`src/rtl/jtl_pkg.sv`:
```
package jtl_pkg;
  localparam int LANES_DEF     = 4;
  localparam int OCTETS_DEF    = 8;
  localparam int LANE_W_DEF    = 32;
  localparam int OCT_PER_SMPL  = 2;

  // bit offset of octet n in the input word: pairs from LSB, even octet high
  function automatic int octet_pos(input int n);
    return 16 * (n / OCT_PER_SMPL) + 8 * (OCT_PER_SMPL - 1 - (n % OCT_PER_SMPL));
  endfunction
endpackage

```
`src/rtl/jtl_frame_hold.sv`:
```
module jtl_frame_hold #(
  parameter int IN_W   = 256,
  parameter int BEATS  = 2,
  parameter int BEAT_W = 1
) (
  input  logic              clk_i,
  input  logic              rst_ni,
  input  logic [IN_W-1:0]   data_i,
  input  logic              take_i,
  input  logic              stall_i,
  output logic [IN_W-1:0]   word_o,
  output logic [BEAT_W-1:0] beat_o,
  output logic              loaded_o,
  output logic              last_o
);
  logic [IN_W-1:0]   word_q;
  logic [BEAT_W-1:0] beat_q;
  logic              loaded_q;

  assign last_o = (beat_q == BEAT_W'(BEATS - 1));

  always_ff @(posedge clk_i or negedge rst_ni) begin
    if (!rst_ni) begin
      word_q   <= '0;
      beat_q   <= '0;
      loaded_q <= 1'b0;
    end else if (take_i) begin
      word_q   <= data_i;
      beat_q   <= '0;
      loaded_q <= 1'b1;
    end else if (loaded_q && !last_o && !stall_i) begin
      beat_q <= beat_q + BEAT_W'(1);
    end
  end

  assign word_o   = word_q;
  assign beat_o   = beat_q;
  assign loaded_o = loaded_q;
endmodule

```
`src/rtl/jtl_flow_mon.sv`:
```
module jtl_flow_mon (
  input  logic clk_i,
  input  logic rst_ni,
  input  logic valid_i,
  input  logic loaded_i,
  input  logic last_i,
  output logic ready_o,
  output logic take_o,
  output logic err_o,
  output logic link_valid_o
);
  logic err_q;

  assign ready_o      = !err_q && (!loaded_i || last_i);
  assign take_o       = ready_o && valid_i;
  assign link_valid_o = loaded_i && !err_q;

  always_ff @(posedge clk_i or negedge rst_ni) begin
    if (!rst_ni)                           err_q <= 1'b0;
    else if (ready_o && !valid_i && loaded_i) err_q <= 1'b1;
  end

  assign err_o = err_q;
endmodule

```
`src/rtl/jtl_lane_mux.sv`:
```
module jtl_lane_mux #(
  parameter int LANES  = 4,
  parameter int OCTETS = 8,
  parameter int LANE_W = 32,
  parameter int BEATS  = 2,
  parameter int BEAT_W = 1,
  parameter int IN_W   = 256
) (
  input  logic [IN_W-1:0]        word_i,
  input  logic [BEAT_W-1:0]      beat_i,
  output logic [LANES*LANE_W-1:0] lanes_o
);
  localparam int OPB = LANE_W / 8;

  for (genvar l = 0; l < LANES; l++) begin : g_lane
    logic [LANE_W-1:0] lw;
    always_comb begin
      lw = '0;
      for (int b = 0; b < BEATS; b++) begin
        if (beat_i == BEAT_W'(b)) begin
          for (int k = 0; k < OPB; k++) begin
            lw[LANE_W-1-8*k -: 8] = word_i[jtl_pkg::octet_pos(l*OCTETS + b*OPB + k) +: 8];
          end
        end
      end
    end
    assign lanes_o[l*LANE_W +: LANE_W] = lw;
  end
endmodule

```
`src/rtl/jtl_tx_mapper.sv`:
```
module jtl_tx_mapper #(
  parameter int LANES  = jtl_pkg::LANES_DEF,
  parameter int OCTETS = jtl_pkg::OCTETS_DEF,
  parameter int LANE_W = jtl_pkg::LANE_W_DEF,
  localparam int IN_W  = LANES * OCTETS * 8,
  localparam int OUT_W = LANES * LANE_W
) (
  input  logic             clk_i,
  input  logic             rst_ni,
  input  logic [IN_W-1:0]  data_i,
  input  logic             valid_i,
  output logic             ready_o,
  output logic [OUT_W-1:0] lane_data_o,
  output logic             link_valid_o,
  output logic             link_err_o
);
  localparam int BEATS  = (OCTETS * 8) / LANE_W;
  localparam int BEAT_W = (BEATS > 1) ? $clog2(BEATS) : 1;

  logic [IN_W-1:0]   word;
  logic [BEAT_W-1:0] beat;
  logic loaded, last, take, err;

  jtl_flow_mon u_flow (
    .clk_i(clk_i), .rst_ni(rst_ni), .valid_i(valid_i),
    .loaded_i(loaded), .last_i(last),
    .ready_o(ready_o), .take_o(take), .err_o(err), .link_valid_o(link_valid_o)
  );

  jtl_frame_hold #(.IN_W(IN_W), .BEATS(BEATS), .BEAT_W(BEAT_W)) u_hold (
    .clk_i(clk_i), .rst_ni(rst_ni), .data_i(data_i),
    .take_i(take), .stall_i(err),
    .word_o(word), .beat_o(beat), .loaded_o(loaded), .last_o(last)
  );

  jtl_lane_mux #(
    .LANES(LANES), .OCTETS(OCTETS), .LANE_W(LANE_W),
    .BEATS(BEATS), .BEAT_W(BEAT_W), .IN_W(IN_W)
  ) u_mux (
    .word_i(word), .beat_i(beat), .lanes_o(lane_data_o)
  );

  assign link_err_o = err;
endmodule

```
`config.mk`:
```
export PLATFORM = sky130hd
export DESIGN_NAME = jtl_tx_mapper
export DESIGN_NICKNAME = d
export VERILOG_FILES = /design/src/rtl/jtl_pkg.sv /design/src/rtl/jtl_frame_hold.sv /design/src/rtl/jtl_flow_mon.sv /design/src/rtl/jtl_lane_mux.sv /design/src/rtl/jtl_tx_mapper.sv
export SDC_FILE = /design/constraint.sdc
export NUM_CORES = 1
export LEC_CHECK = 0
export BUFFER_PORTS_ARGS = -buffer_cell sky130_fd_sc_hd__buf_2
export CAP_MARGIN = 20
export CORE_ASPECT_RATIO = 1.1
export CORE_MARGIN = 2
export CORE_UTILIZATION = 35
export DETAILED_ROUTE_END_ITERATION = 8
export MAX_ROUTING_LAYER = met4
export PLACE_DENSITY = 0.59
export REMOVE_ABC_BUFFERS = 1
export SYNTH_ARGS = -nofsm -noshare
export SYNTH_HDL_FRONTEND = slang
export SYNTH_HIERARCHICAL = 1
export SYNTH_SLANG_ARGS = --single-unit
```
`constraint.sdc`:
```
create_clock -name clk_i -period 2.9 [get_ports clk_i]
set_input_delay 0.29 -clock clk_i [delete_from_list [all_inputs] [get_ports clk_i]]
set_output_delay 0.29 -clock clk_i [all_outputs]
set_load 0.02 [all_outputs]
```
=== After elaboration in Yosys (flattened, before gate mapping) ===
Cells that the tools add are included.

* $add $sub $neg: 1
* Muxes and demuxes: 6
* Reduce and logical (&&, ||, !) cells: 13

{| class="wikitable"
|+ Operators by type and width
! cell !! count
|-
| $mux 32 || 4
|-
| $logic_and 1x1->1 || 7
|-
| $logic_not 1->1 || 4
|-
| $mux 1 || 2
|-
| $reduce_bool 2->1 || 1
|-
| $add 1x1->1 const B || 1
|-
| $logic_or 1x1->1 || 1
|}

* Register bits after elaboration: 259

=== Depth between registers and ports, before layout ===
Gate-level depths: netlist (run 1).

* Depth after elaboration: 5
* Depth in mapped cells: 7

=== Hierarchy ===
The synthesis (run 1) kept the hierarchy.

{| class="wikitable"
|+ By module, submodules not included
! module !! times used !! cells each !! area an instance (µm²)
|-
| jtl_frame_hold || 1 || 548 || 10430.0
|-
| jtl_lane_mux || 1 || 142 || 1619.1
|-
| jtl_flow_mon || 1 || 7 || 65.1
|}

=== Least setup slack after synthesis (run 1) ===
OpenSTA, ideal clock, no wires.

* Kind: register to register
* Start point: register u_hold.beat_q (netlist: u_hold/beat_o)
* End point: register u_hold.word_q[100] (netlist: u_hold/word_o[100])
* Setup time: 125 ps
* Data arrival time: 1527 ps
* Data required time: 2775 ps
* Path slack: 1248 ps
* Cell stages (with the launch flop): 8
* Path through: dfrtp_1 buf_4 inv_1 a211oi_2 buf_6 buf_6 buf_6 mux2_4

* Word-level cells in the longest chain between the ends: 3

{| class="wikitable"
|+ RTL lines
! item !! RTL line !! source
|-
| from (decl) || jtl_frame_hold.sv:17 || <nowiki>logic [BEAT_W-1:0] beat_q;</nowiki>
|-
| from (signal assigned) || jtl_frame_hold.sv:32 || <nowiki>beat_q <= beat_q + BEAT_W'(1);</nowiki>
|-
| $logic_or 1x1->1 || jtl_flow_mon.sv:14 || <nowiki>assign ready_o = !err_q && (!loaded_i || last_i);</nowiki>
|-
| $logic_and 1x1->1 || jtl_flow_mon.sv:14 ||
|-
| $logic_and 1x1->1 || jtl_flow_mon.sv:15 || <nowiki>assign take_o = ready_o && valid_i;</nowiki>
|-
| named net take || jtl_tx_mapper.sv:22 || <nowiki>logic loaded, last, take, err;</nowiki>
|-
| to (signal assigned) || jtl_frame_hold.sv:28 || <nowiki>word_q <= data_i;</nowiki>
|-
| to (decl) || jtl_frame_hold.sv:16 || <nowiki>logic [IN_W-1:0] word_q;</nowiki>
|}

The timed path passes the listed nets, and every way through them passes these cells.
A chain may end at the register's enable or synchronous reset.

=== Final worst setup path (run 1) ===
* Start point: register u_hold.beat_q (netlist: u_hold/beat_o)
* End point: output port lane_data_o[35]

* Word-level cells in the longest chain between the ends: 1

{| class="wikitable"
|+ RTL lines
! item !! RTL line !! source
|-
| $mux 32 || jtl_lane_mux.sv:20 || <nowiki>if (beat_i == BEAT_W'(b)) begin</nowiki>
|-
| to (decl) || jtl_tx_mapper.sv:13 || <nowiki>output logic [OUT_W-1:0] lane_data_o,</nowiki>
|}

No other way between the ends.

==> reports/summary.log, run 1 <==
INFO  run_status     status=complete, no violations
INFO  clocking       cts.repair.resized=0
INFO  critical_path  critical_path_end_type=primary output
INFO  sta            fin_skew=14.7ps
INFO  sta            timing_hold_violations_final=0
INFO  clocking       root_buffer=sky130_fd_sc_hd__clkbuf_16
INFO  die            placeableCoreArea=34100squm
INFO  power          worst_ir_drop_vdd=0.553mV
INFO  detailed_routing ant_nets=0
INFO  critical_path  critPathMaxFanout=130
INFO  layout         number_of_fill_cells=2878
INFO  detailed_routing post-route-drc-count=0
INFO  place          place_ws=870ps
INFO  die            start_util=35.5%
INFO  sta            rsz0062_at_grt=false
INFO  clocking       clock_sink_count=259
INFO  sta            setup-violations-final=0
INFO  clocking       ctsHtreeMaxLevel=1
INFO  die            area_of_the_die=36100squm
INFO  place          dpl.hpwl=18900um
INFO  synth          synth-warning-count=6
INFO  worst_hold_path hold_path.class=in2reg
INFO  global_routing grt_pass1_wl=48200um
INFO  synth          synth_cell_type_count=14
INFO  place          io_buffer_count=389
INFO  synth          synthesis.area=12100squm
INFO  detailed_routing viasPerCell=4.45
INFO  detailed_routing detailroute.via_count=8052
INFO  sta            timing_max_transition_violations_final=0
INFO  place          place.detailed.instances=1495
INFO  critical_path  crit_type=reg2out
INFO  detailed_routing drt-wirelength-per-cell=16.9um
INFO  die            die-height=199um
INFO  worst_hold_path whs_path_depth=3
INFO  power          leakagePower=8.40nW
INFO  detailed_routing drt_pre_antenna_iters=4
INFO  critical_path  cp_data_arrival_time=2280ps
INFO  clocking       cts_bufs_inserted=30
INFO  power          power.density=976nW/um^2
INFO  global_routing antenna_found_initial=1
INFO  synth          post_synth.cell_area_avg=17.4squm
INFO  global_routing globalRouteOverflowTotal=0
INFO  clocking       clock_tree_from_tritoncts=done
INFO  global_routing grt_pass1_vias=9223
INFO  detailed_routing iteration_0_drc_count_of_the_detailed_router=222
INFO  die            top_level_ports=390
INFO  layout         finalNonFillerCells=1810
INFO  sta            max_slew.worst_pin.slew=857ps
INFO  sta            shortest_period_the_worst_path_allows=2570ps
INFO  synth          postSynthRegisterBits=259
INFO  sta            worst_slack=332ps
INFO  sta            final_cycle_share=88.6%
INFO  die            placement_rows=71
INFO  die            die_width=181um
INFO  synth          synth.yosys.seq_area_share=53.5%
INFO  flow_run       drv_cap=0
INFO  clocking       cts.reportedPaths.clkPinSlew=60ps
INFO  sta            achievable-frequency=389MHz
INFO  clocking       clk-insertion-delay-late=550ps
INFO  clocking       ctsLongestPathBuffers=3
INFO  detailed_routing drt_wl_total=30500um
INFO  sta            slew-limit-headroom=42.9%
INFO  layout         finish.net_count=1605
INFO  place          gp_congestion=0.759
INFO  global_routing grt_use_total=17.0%
INFO  critical_path  timing.reg2reg.worst_path_depth=4
INFO  critical_path  critical_path_required=2610ps
INFO  global_routing grt_max_degree=131
INFO  clocking       post_cts_buffers=0
INFO  synth          post_synth_inst_count=697
INFO  layout         areaGrowthSynthToFinish=47.6%
INFO  layout         drive_gt1_share=61.3%
INFO  critical_path  critPathLaunchType=register
-- cell usage after synthesis, drive strengths merged --
| library cell | number | share of area (%) |
|---|---|---|
| inv | 3 | 0.093 |
| nor2b | 1 | 0.052 |
| a21oi | 2 | 0.083 |
| a31o | 1 | 0.072 |
| nand2b | 1 | 0.052 |
| mux2 | 384 | 42 |
| buf | 36 | 3.2 |
| or2 | 1 | 0.052 |
| dfrtp | 259 | 54 |
| clkbuf | 8 | 0.91 |
| a211oi | 1 | 0.10 |
-- path summary, 6_finish.rpt --
kind | startpoint | end | slack, ps
max | u_hold/beat_o | lane_data_o[35] | 330
min | valid_i | u_flow/err_o | 150
max reg2reg | u_hold/beat_o | u_hold/word_o[246] | 840
min reg2reg | u_hold/word_o[182] | u_hold/word_o[182] | 500
max in group asynchronous | rst_ni | u_hold/word_o[29] | 1780
min in group asynchronous | rst_ni | u_hold/word_o[186] | 290
-- metal layers --
metal	share of wire, %	GRT usage, %	vias to the layer above
met2	51	29.7	245
met5	0	-	-
li1	-	-	3787
met3	4.8	2.86	36
met4	2.1	5.21	0
met1	42	20.2	3984
-- area by class of cell --
class / instances / area (sq um) / area share, %
timing repair buffer: 661 / 4730 / 26.5
antenna: 2 / 5.00 / 0.0280
clock inverter: 9 / 45.0 / 0.252
inverter: 3 / 11.3 / 0.0630
multi-input combinational: 391 / 5140 / 28.7
tap: 438 / 548 / 3.07
sequential: 259 / 6480 / 36.3
clock buffer: 47 / 916 / 5.12
-- cell usage in the layout (no fill, tap or decap), types with 7 or more instances in the layout --
| master | count |
|---|---|
| sky130_fd_sc_hd__dlygate4sd3_1 | 257 |
| sky130_fd_sc_hd__buf_12 | 7 |
| sky130_fd_sc_hd__mux2_2 | 183 |
| sky130_fd_sc_hd__clkbuf_16 | 31 |
| sky130_fd_sc_hd__dfrtp_1 | 258 |
| sky130_fd_sc_hd__clkbuf_8 | 8 |
| sky130_fd_sc_hd__clkinv_2 | 9 |
| sky130_fd_sc_hd__clkbuf_1 | 8 |
| sky130_fd_sc_hd__mux2_4 | 201 |
| sky130_fd_sc_hd__buf_4 | 8 |
| sky130_fd_sc_hd__buf_2 | 388 |
-- through the flow --
stage / area (sq um) / hold slack (ps) / utilization, % / total power [mW] / TNS (ps)
after floorplan: 11600 / -5.59 / - / 11.4 / -4465920
after global placement: 14300 / 316 / 42.0 / 13.4 / 0
after detailed placement: 14300 / 311 / 42.0 / 13.5 / 0
after CTS: 17900 / 107 / 52.4 / 17.6 / 0
after global routing: 17900 / 135 / 52.4 / 18.4 / 0
final: 17900 / 153 / 52.4 / 17.4 / 0
-- state kept, by name, indices dropped and copies added, names as in the netlist --
| name | cells |
|---|---|
| u_hold/beat_o | 1 |
| u_hold/loaded_o | 1 |
| u_flow/err_o | 1 |
| u_hold/word_o | 256 |
-- timing repair --
| action | CTS | global route |
|---|---|---|
| setup endpoints to repair | 0 | 0 |
| endpoints found under the hold margin | 319 | 0 |
| hold buffers | 257 | 0 |
-- kinds of logic after synthesis --
logic type             count (synthesis)  share of synthesized area (%)
buffers and inverters                 47                           4.16
DFF                                  259                           53.5
and+or+nand+nor                        3                          0.155
muxes                                384                           41.9
AOI/OAI and AO/OA                      4                          0.258
-- critical path: stages, from the launching register on --
cell and delay, ps:
sky130_fd_sc_hd__dfrtp_4 420, sky130_fd_sc_hd__buf_12 540, sky130_fd_sc_hd__mux2_2 430, sky130_fd_sc_hd__buf_2 160
-- power by group --
part,switching [mW],internal [mW]
combinational,3.51,4.16
clock,1.48,2.15
sequential,0.900,5.24
Note: power is estimated with default switching activity, not from simulation.
==> run 2: changes to the inputs <==
--- a/config.mk
+++ b/config.mk
@@ -8,9 +8,10 @@
 export BUFFER_PORTS_ARGS = -buffer_cell sky130_fd_sc_hd__buf_2
 export CAP_MARGIN = 20
 export CORE_ASPECT_RATIO = 1.1
-export CORE_MARGIN = 2
+export CORE_MARGIN = 5
 export CORE_UTILIZATION = 35
 export DETAILED_ROUTE_END_ITERATION = 8
+export GPL_TIMING_DRIVEN = 0
 export MAX_ROUTING_LAYER = met4
 export PLACE_DENSITY = 0.59
 export REMOVE_ABC_BUFFERS = 1
==> constraint.sdc (replaced) <==
create_clock -name clk_i -period 2.9 [get_ports clk_i]
set_input_delay 0.58 -clock clk_i [delete_from_list [all_inputs] [get_ports clk_i]]
set_output_delay 0.58 -clock clk_i [all_outputs]
set_load 0.02 [all_outputs]
==> run 2 against run 1 <==
  * Non-clock buffer count fell by 236
  * Critical endpoint is now lane_data_o[25]
  * Die area rose by 6.4%
  * Core utilization fell by 6.0 points
  * Largest power group unchanged
  * Critical path type unchanged
==> reports/summary.log, run 2 (synthesis gave the netlist of run 1 again) <==
INFO  layout         final_common_cell=sky130_fd_sc_hd__buf_2
INFO  place          io_buffer_count=389
INFO  critical_path  critPathMaxFanout=27
INFO  power          share_seq_of_total_power=34.7%
INFO  detailed_routing viasPerCell=4.55
INFO  sta            rsz0062_at_grt=false
INFO  critical_path  timing.reg2reg.worst_path_depth=10
INFO  global_routing grt_pass1_wl=46600um
INFO  layout         final_cell_mix=388 x sky130_fd_sc_hd__buf_2, 258 x sky130_fd_sc_hd__dfrtp_1, 201 x sky130_fd_sc_hd__mux2_4
INFO  critical_path  worstSetupEndpoint=lane_data_o[25]
INFO  die            placement_rows=71
INFO  layout         areaGrowthSynthToFinish=30.9%
INFO  critical_path  reg2reg_setup_slack=210ps
INFO  clocking       ctsLongestPathBuffers=3
INFO  sta            max_slew.worst_pin.slew=642ps
INFO  place          gp_congestion=0.750
INFO  layout         drive_gt1_share=75.7%
INFO  detailed_routing ant_nets=0
INFO  die            die-height=205um
INFO  critical_path  critical_path_cell_count=4
INFO  clocking       clk-insertion-delay-late=550ps
INFO  global_routing grt_pass1_vias=8158
INFO  sta            final_cycle_share=93.8%
INFO  clocking       root_buffer=sky130_fd_sc_hd__clkbuf_16
INFO  detailed_routing drt_pre_antenna_iters=4
INFO  detailed_routing drt-wirelength-per-cell=19.0um
INFO  power          power.share.clock=22.1%
INFO  sta            timing_hold_violations_final=0
INFO  run_status     status=complete, no violations
INFO  critical_path  cp_data_arrival_time=2140ps
INFO  sta            achievable-frequency=368MHz
INFO  layout         number_of_fill_cells=3127
INFO  clocking       cts.reportedPaths.clkPinSlew=60ps
INFO  detailed_routing detailroute.via_count=7194
INFO  die            area_of_the_die=38400squm
INFO  sta            fin_skew=9.26ps
INFO  clocking       cts_bufs_inserted=30
INFO  power          worst_ir_drop_vdd=0.482mV
INFO  clocking       ctsHtreeMaxLevel=1
INFO  die            start_util=35.4%
INFO  detailed_routing drt_wl_total=30100um
INFO  global_routing globalRouteOverflowTotal=0
INFO  power          power_switching_share=33.6%
INFO  sta            timing_max_transition_violations_final=0
INFO  critical_path  critical-path-max-stage-delay=470ps
INFO  global_routing grt_max_degree=109
INFO  power          power.density=1110nW/um^2
INFO  clocking       cts.repair.resized=0
INFO  flow_run       drv_cap=0
INFO  critical_path  worst_r2r_endpoint=u_hold/word_o[244]
INFO  critical_path  critPathLaunchType=register
INFO  sta            setup-tns-final=0ps
INFO  die            die_width=187um
INFO  clocking       clock_tree_from_tritoncts=done
INFO  power          leakagePower=7.57nW
INFO  power          power.net_switching=5.92mW
INFO  clocking       clock_sink_count=259
INFO  critical_path  timing.critical_path.max_delay_family=buffers and inverters
INFO  critical_path  crit_type=reg2out
INFO  power          p_int=11.7mW
INFO  sta            final.hold.worst_slack=251ps
INFO  place          dpl.hpwl=21300um
INFO  global_routing grt_use_total=15.5%
INFO  global_routing antenna_found_initial=10
INFO  place          placed_area=14700squm
INFO  critical_path  critPathLaunch=u_hold/beat_o
INFO  sta            setup-violations-final=0
INFO  critical_path  critical_path_required=2320ps
INFO  critical_path  cp_num_buf_inv=3
INFO  layout         largest_register_ff_count=256
INFO  power          comb_power_share=43.2%
INFO  critical_path  regToRegStartpoint=u_hold/beat_o
INFO  sta            shortest_period_the_worst_path_allows=2720ps
INFO  detailed_routing iteration_0_drc_count_of_the_detailed_router=166
INFO  worst_hold_path hold_path.class=in2reg
INFO  critical_path  critPathSlowestCell=sky130_fd_sc_hd__dfrtp_4
INFO  critical_path  crit_chain=buf_16, bufbuf_16, mux2_2, buf_2
INFO  detailed_routing post-route-drc-count=0
INFO  critical_path  critical_path_end_type=primary output
INFO  die            top_level_ports=390
INFO  sta            slew-limit-headroom=57.2%
INFO  layout         finish.net_count=1369
INFO  layout         final_design_area_no_fill=15900squm
INFO  die            placeableCoreArea=34200squm
[run 2: cell count changes in the layout (fill, tap and decap cells not counted), moves of 3 or more]
| cell | previous run | this run |
|---|---|---|
| sky130_fd_sc_hd__bufinv_16 | 0 | 4 |
| sky130_fd_sc_hd__clkinv_2 | 9 | 6 |
| sky130_fd_sc_hd__buf_8 | 1 | 15 |
| sky130_fd_sc_hd__buf_12 | 7 | 0 |
| sky130_fd_sc_hd__clkbuf_8 | 8 | 2 |
| sky130_fd_sc_hd__buf_4 | 8 | 4 |
| sky130_fd_sc_hd__buf_16 | 0 | 13 |
| sky130_fd_sc_hd__diode_2 | 2 | 10 |
| sky130_fd_sc_hd__dlygate4sd3_1 | 257 | 1 |
[run 2: worst min-delay path by stage]
| stage | start | end | slack [ps] | cells after the start |
|---|---|---|---|---|
| floorplan | rst_ni | u_flow/err_o | 280 | 0 |
| global placement | u_hold/word_o[246] | u_hold/word_o[246] | 480 | 1 |
| detailed placement | u_hold/word_o[42] | u_hold/word_o[42] | 490 | 1 |
| CTS | data_i[31] | u_hold/word_o[31] | 210 | 2 |
| global route | data_i[36] | u_hold/word_o[36] | 210 | 2 |
| finish | data_i[223] | u_hold/word_o[223] | 250 | 2 |
[run 2: area by class of cell]
class	instances	area [sq um]	share of cell area, %
well taps	438	548	3.45
clock inverters	13	175	1.10
repair buffers	425	2650	16.7
inverters	3	11.3	0.0710
multi-input cells	391	5140	32.4
diodes	10	25.0	0.158
flip-flops and latches	259	6480	40.9
clock buffers	42	837	5.28
[run 2: repair_timing]
action / CTS / global route
endpoints found under the setup margin: 293 / 1
hold buffers: 1 / 0
buffers inserted: 5 / 0
pin swaps: 1 / 0
endpoints found under the hold margin: 55 / 0
gates cloned: 1 / 1
[run 2: metal layers]
metal,track usage [%],up-vias,part of all wire (%)
li1,-,3336,-
met5,-,-,0
met4,4.69,0,1.9
met1,18.2,3595,41
met2,26.6,232,51
met3,3.94,31,6.4
[run 2: power groups by stage]
stage | Combinational, mW | Clock [mW] | Sequential, mW
3_5_place_dp | 7.42 | 0 | 6.23
6_report | 7.62 | 3.90 | 6.11
3_3_place_gp | 6.09 | 0 | 6.11
2_1_floorplan | 5.35 | 0 | 6.06
5_1_grt | 8.12 | 4.17 | 6.31
4_1_cts | 7.71 | 4.03 | 6.10
[run 2: per-stage QoR]
step	power [mW]	worst slack, ps	utilization (%)	cells
CTS	17.8	52.8	46.2	1570
global route	18.6	47.1	46.4	1581
global placement	12.2	-24810	41.3	1480
finish	17.6	181	46.4	1581
detailed placement	13.6	-696	43.0	1508
floorplan	11.4	-17050	-	653
==> run 3: changes to the inputs <==
--- a/config.mk
+++ b/config.mk
@@ -6,14 +6,13 @@
 export NUM_CORES = 1
 export LEC_CHECK = 0
 export BUFFER_PORTS_ARGS = -buffer_cell sky130_fd_sc_hd__buf_2
-export CAP_MARGIN = 20
 export CORE_ASPECT_RATIO = 1.1
 export CORE_MARGIN = 5
 export CORE_UTILIZATION = 35
 export DETAILED_ROUTE_END_ITERATION = 8
 export GPL_TIMING_DRIVEN = 0
-export MAX_ROUTING_LAYER = met4
 export PLACE_DENSITY = 0.59
+export RECOVER_POWER = 100
 export REMOVE_ABC_BUFFERS = 1
 export SYNTH_ARGS = -nofsm -noshare
 export SYNTH_HDL_FRONTEND = slang
==> run 3 against run 2 <==
  * The run now ends with max-capacitance violations, max-slew violations left
  * Final cell count barely moved
  * Critical path depth fell by 1
  * Sequential share of layout area rose by 2.1 points
==> reports/summary.log, run 3 (synthesis gave the netlist of run 1 again) <==
INFO  run_status     status=finished, violations left
INFO  run_status     failed_checks=max-capacitance violations, max-slew violations
INFO  place          dpl.hpwl=21300um
INFO  sta            slew-limit-headroom=-4.72%
INFO  detailed_routing drt-wirelength-per-cell=18.6um
INFO  die            start_util=35.4%
INFO  clocking       ctsLongestPathBuffers=3
INFO  layout         finish.net_count=1368
INFO  sta            achievable-frequency=363MHz
INFO  sta            shortest_period_the_worst_path_allows=2750ps
INFO  die            placeableCoreArea=34200squm
INFO  detailed_routing ant_nets=0
INFO  layout         largest_register_ff_count=256
INFO  flow_run       drv_cap=1
INFO  clocking       root_buffer=sky130_fd_sc_hd__clkbuf_16
INFO  critical_path  critPathLaunchType=register
INFO  critical_path  crit_top_cell=sky130_fd_sc_hd__clkbuf_2
INFO  global_routing grt_pass1_wl=46500um
INFO  critical_path  crit_chain=clkbuf_2, mux2_2, clkbuf_2
INFO  worst_hold_path hold_path.class=in2reg
INFO  clocking       cts_bufs_inserted=30
INFO  sta            timing_hold_violations_final=0
INFO  die            die_width=187um
INFO  place          io_buffer_count=389
INFO  power          leakagePower=6.85nW
INFO  critical_path  regToRegStartpoint=u_hold/beat_o
INFO  global_routing grt_use_total=15.0%
INFO  layout         drive_gt1_share=52.3%
INFO  sta            worst_slack=148ps
INFO  detailed_routing drt_wl_total=29500um
INFO  detailed_routing post-route-drc-count=0
INFO  clocking       cts.repair.resized=0
INFO  power          power.net_switching=5.83mW
INFO  power          power.density=1100nW/um^2
INFO  power          p_int=10.8mW
INFO  global_routing globalRouteOverflowTotal=0
INFO  sta            timing_max_transition_violations_final=56
INFO  sta            fin_skew=7.55ps
INFO  critical_path  critPathMaxFanout=22
INFO  die            placement_rows=71
INFO  global_routing antenna_found_initial=10
INFO  critical_path  crit_type=reg2out
INFO  critical_path  critical-path-max-stage-delay=590ps
INFO  critical_path  critPathSlowestCell=sky130_fd_sc_hd__clkbuf_2
INFO  critical_path  critical_path_end_type=primary output
INFO  sta            final.hold.worst_slack=247ps
INFO  global_routing grt_max_degree=109
INFO  power          share_seq_of_total_power=36.2%
INFO  place          place_ws=-683ps
INFO  power          power.share.clock=24.4%
INFO  critical_path  reg2reg_setup_slack=250ps
INFO  clocking       clk-insertion-delay-late=540ps
INFO  sta            max_slew.worst_pin.slew=1570ps
INFO  detailed_routing iteration_0_drc_count_of_the_detailed_router=186
INFO  layout         final_cell_mix=267 x sky130_fd_sc_hd__buf_2, 258 x sky130_fd_sc_hd__dfrtp_1, 180 x sky130_fd_sc_hd__mux2_2
INFO  place          gp_congestion=0.741
INFO  critical_path  critical_path_required=2320ps
INFO  detailed_routing viasPerCell=4.54
INFO  power          power_switching_share=35.0%
INFO  sta            setup-tns-final=0ps
INFO  layout         final_common_cell=sky130_fd_sc_hd__buf_2
INFO  die            area_of_the_die=38400squm
INFO  power          comb_power_share=39.3%
INFO  detailed_routing drt_pre_antenna_iters=4
INFO  clocking       ctsHtreeMaxLevel=1
INFO  die            top_level_ports=390
INFO  layout         areaGrowthSynthToFinish=24.4%
INFO  clocking       clock_tree_from_tritoncts=done
INFO  critical_path  worst_r2r_endpoint=u_hold/word_o[234]
INFO  sta            rsz0062_at_grt=false
INFO  sta            setup-violations-final=0
INFO  global_routing grt_pass1_vias=8177
INFO  detailed_routing detailroute.via_count=7190
INFO  critical_path  cp_data_arrival_time=2170ps
INFO  critical_path  critPathLaunch=u_hold/beat_o
INFO  die            die-height=205um
INFO  critical_path  timing.reg2reg.worst_path_depth=9
INFO  critical_path  worstSetupEndpoint=lane_data_o[38]
INFO  clocking       clock_sink_count=259
INFO  worst_hold_path min_from=data_i[174]
INFO  power          worst_ir_drop_vdd=0.722mV
INFO  sta            final_cycle_share=94.9%
INFO  clocking       cts.reportedPaths.clkPinSlew=60ps
run 3: final cells by class:
cell class	instances	area (sq um)
Multi-Input combinational cell	391	4490
Tap cell	438	548
Antenna cell	11	27.5
Clock buffer	43	891
Inverter	3	11.3
Timing Repair Buffer	424	2420
Fill cell	3305	19100
Clock inverter	13	193
Sequential cell	259	6480
run 3: worst min path at each step:
stage / endpoint / cells after the start
floorplan: u_flow/err_o / 0
global placement: u_hold/word_o[246] / 1
detailed placement: u_hold/word_o[185] / 1
CTS: u_hold/word_o[164] / 2
global route: u_hold/word_o[51] / 2
finish: u_hold/word_o[174] / 2
run 3: metrics by stage:
stage	power (mW)	util, %	std cells	cell area (sq um)
after floorplan	11.4	-	653	11600
after global placement	12.2	41.3	1480	14100
after detailed placement	13.6	43.0	1508	14700
after CTS	18.0	46.4	1570	15900
after global routing	17.7	44.1	1580	15100
final	16.6	44.1	1582	15100
run 3: what timing repair did:
item	4_1_cts	5_1_grt
gates cloned	1	1
pin swaps	1	0
endpoints found under the hold margin	55	0
hold buffers	1	0
setup buffers	4	0
endpoints found under the setup margin	284	5
run 3: worst max-delay path, delay by kind of cell (launching register included):
kind	cells	cell delay [ps]
buf+inv	2	760
flops	1	450
mux	1	410
run 3: metal layers:
metal	part of all wire, %	global-route usage, %	up-vias
li1	-	-	3339
met2	51	25.9	234
met4	2.7	5.85	0
met3	6.7	3.99	46
met1	40	17.9	3571
met5	0	0	-
run 3: power by group through the flow:
stage	clock network (mW)	logic, mW	registers (mW)
4_1_cts	4.21	7.71	6.11
3_5_place_dp	0	7.42	6.23
6_report	4.06	6.55	6.03
3_3_place_gp	0	6.09	6.11
2_1_floorplan	0	5.35	6.06
5_1_grt	4.36	7.06	6.24
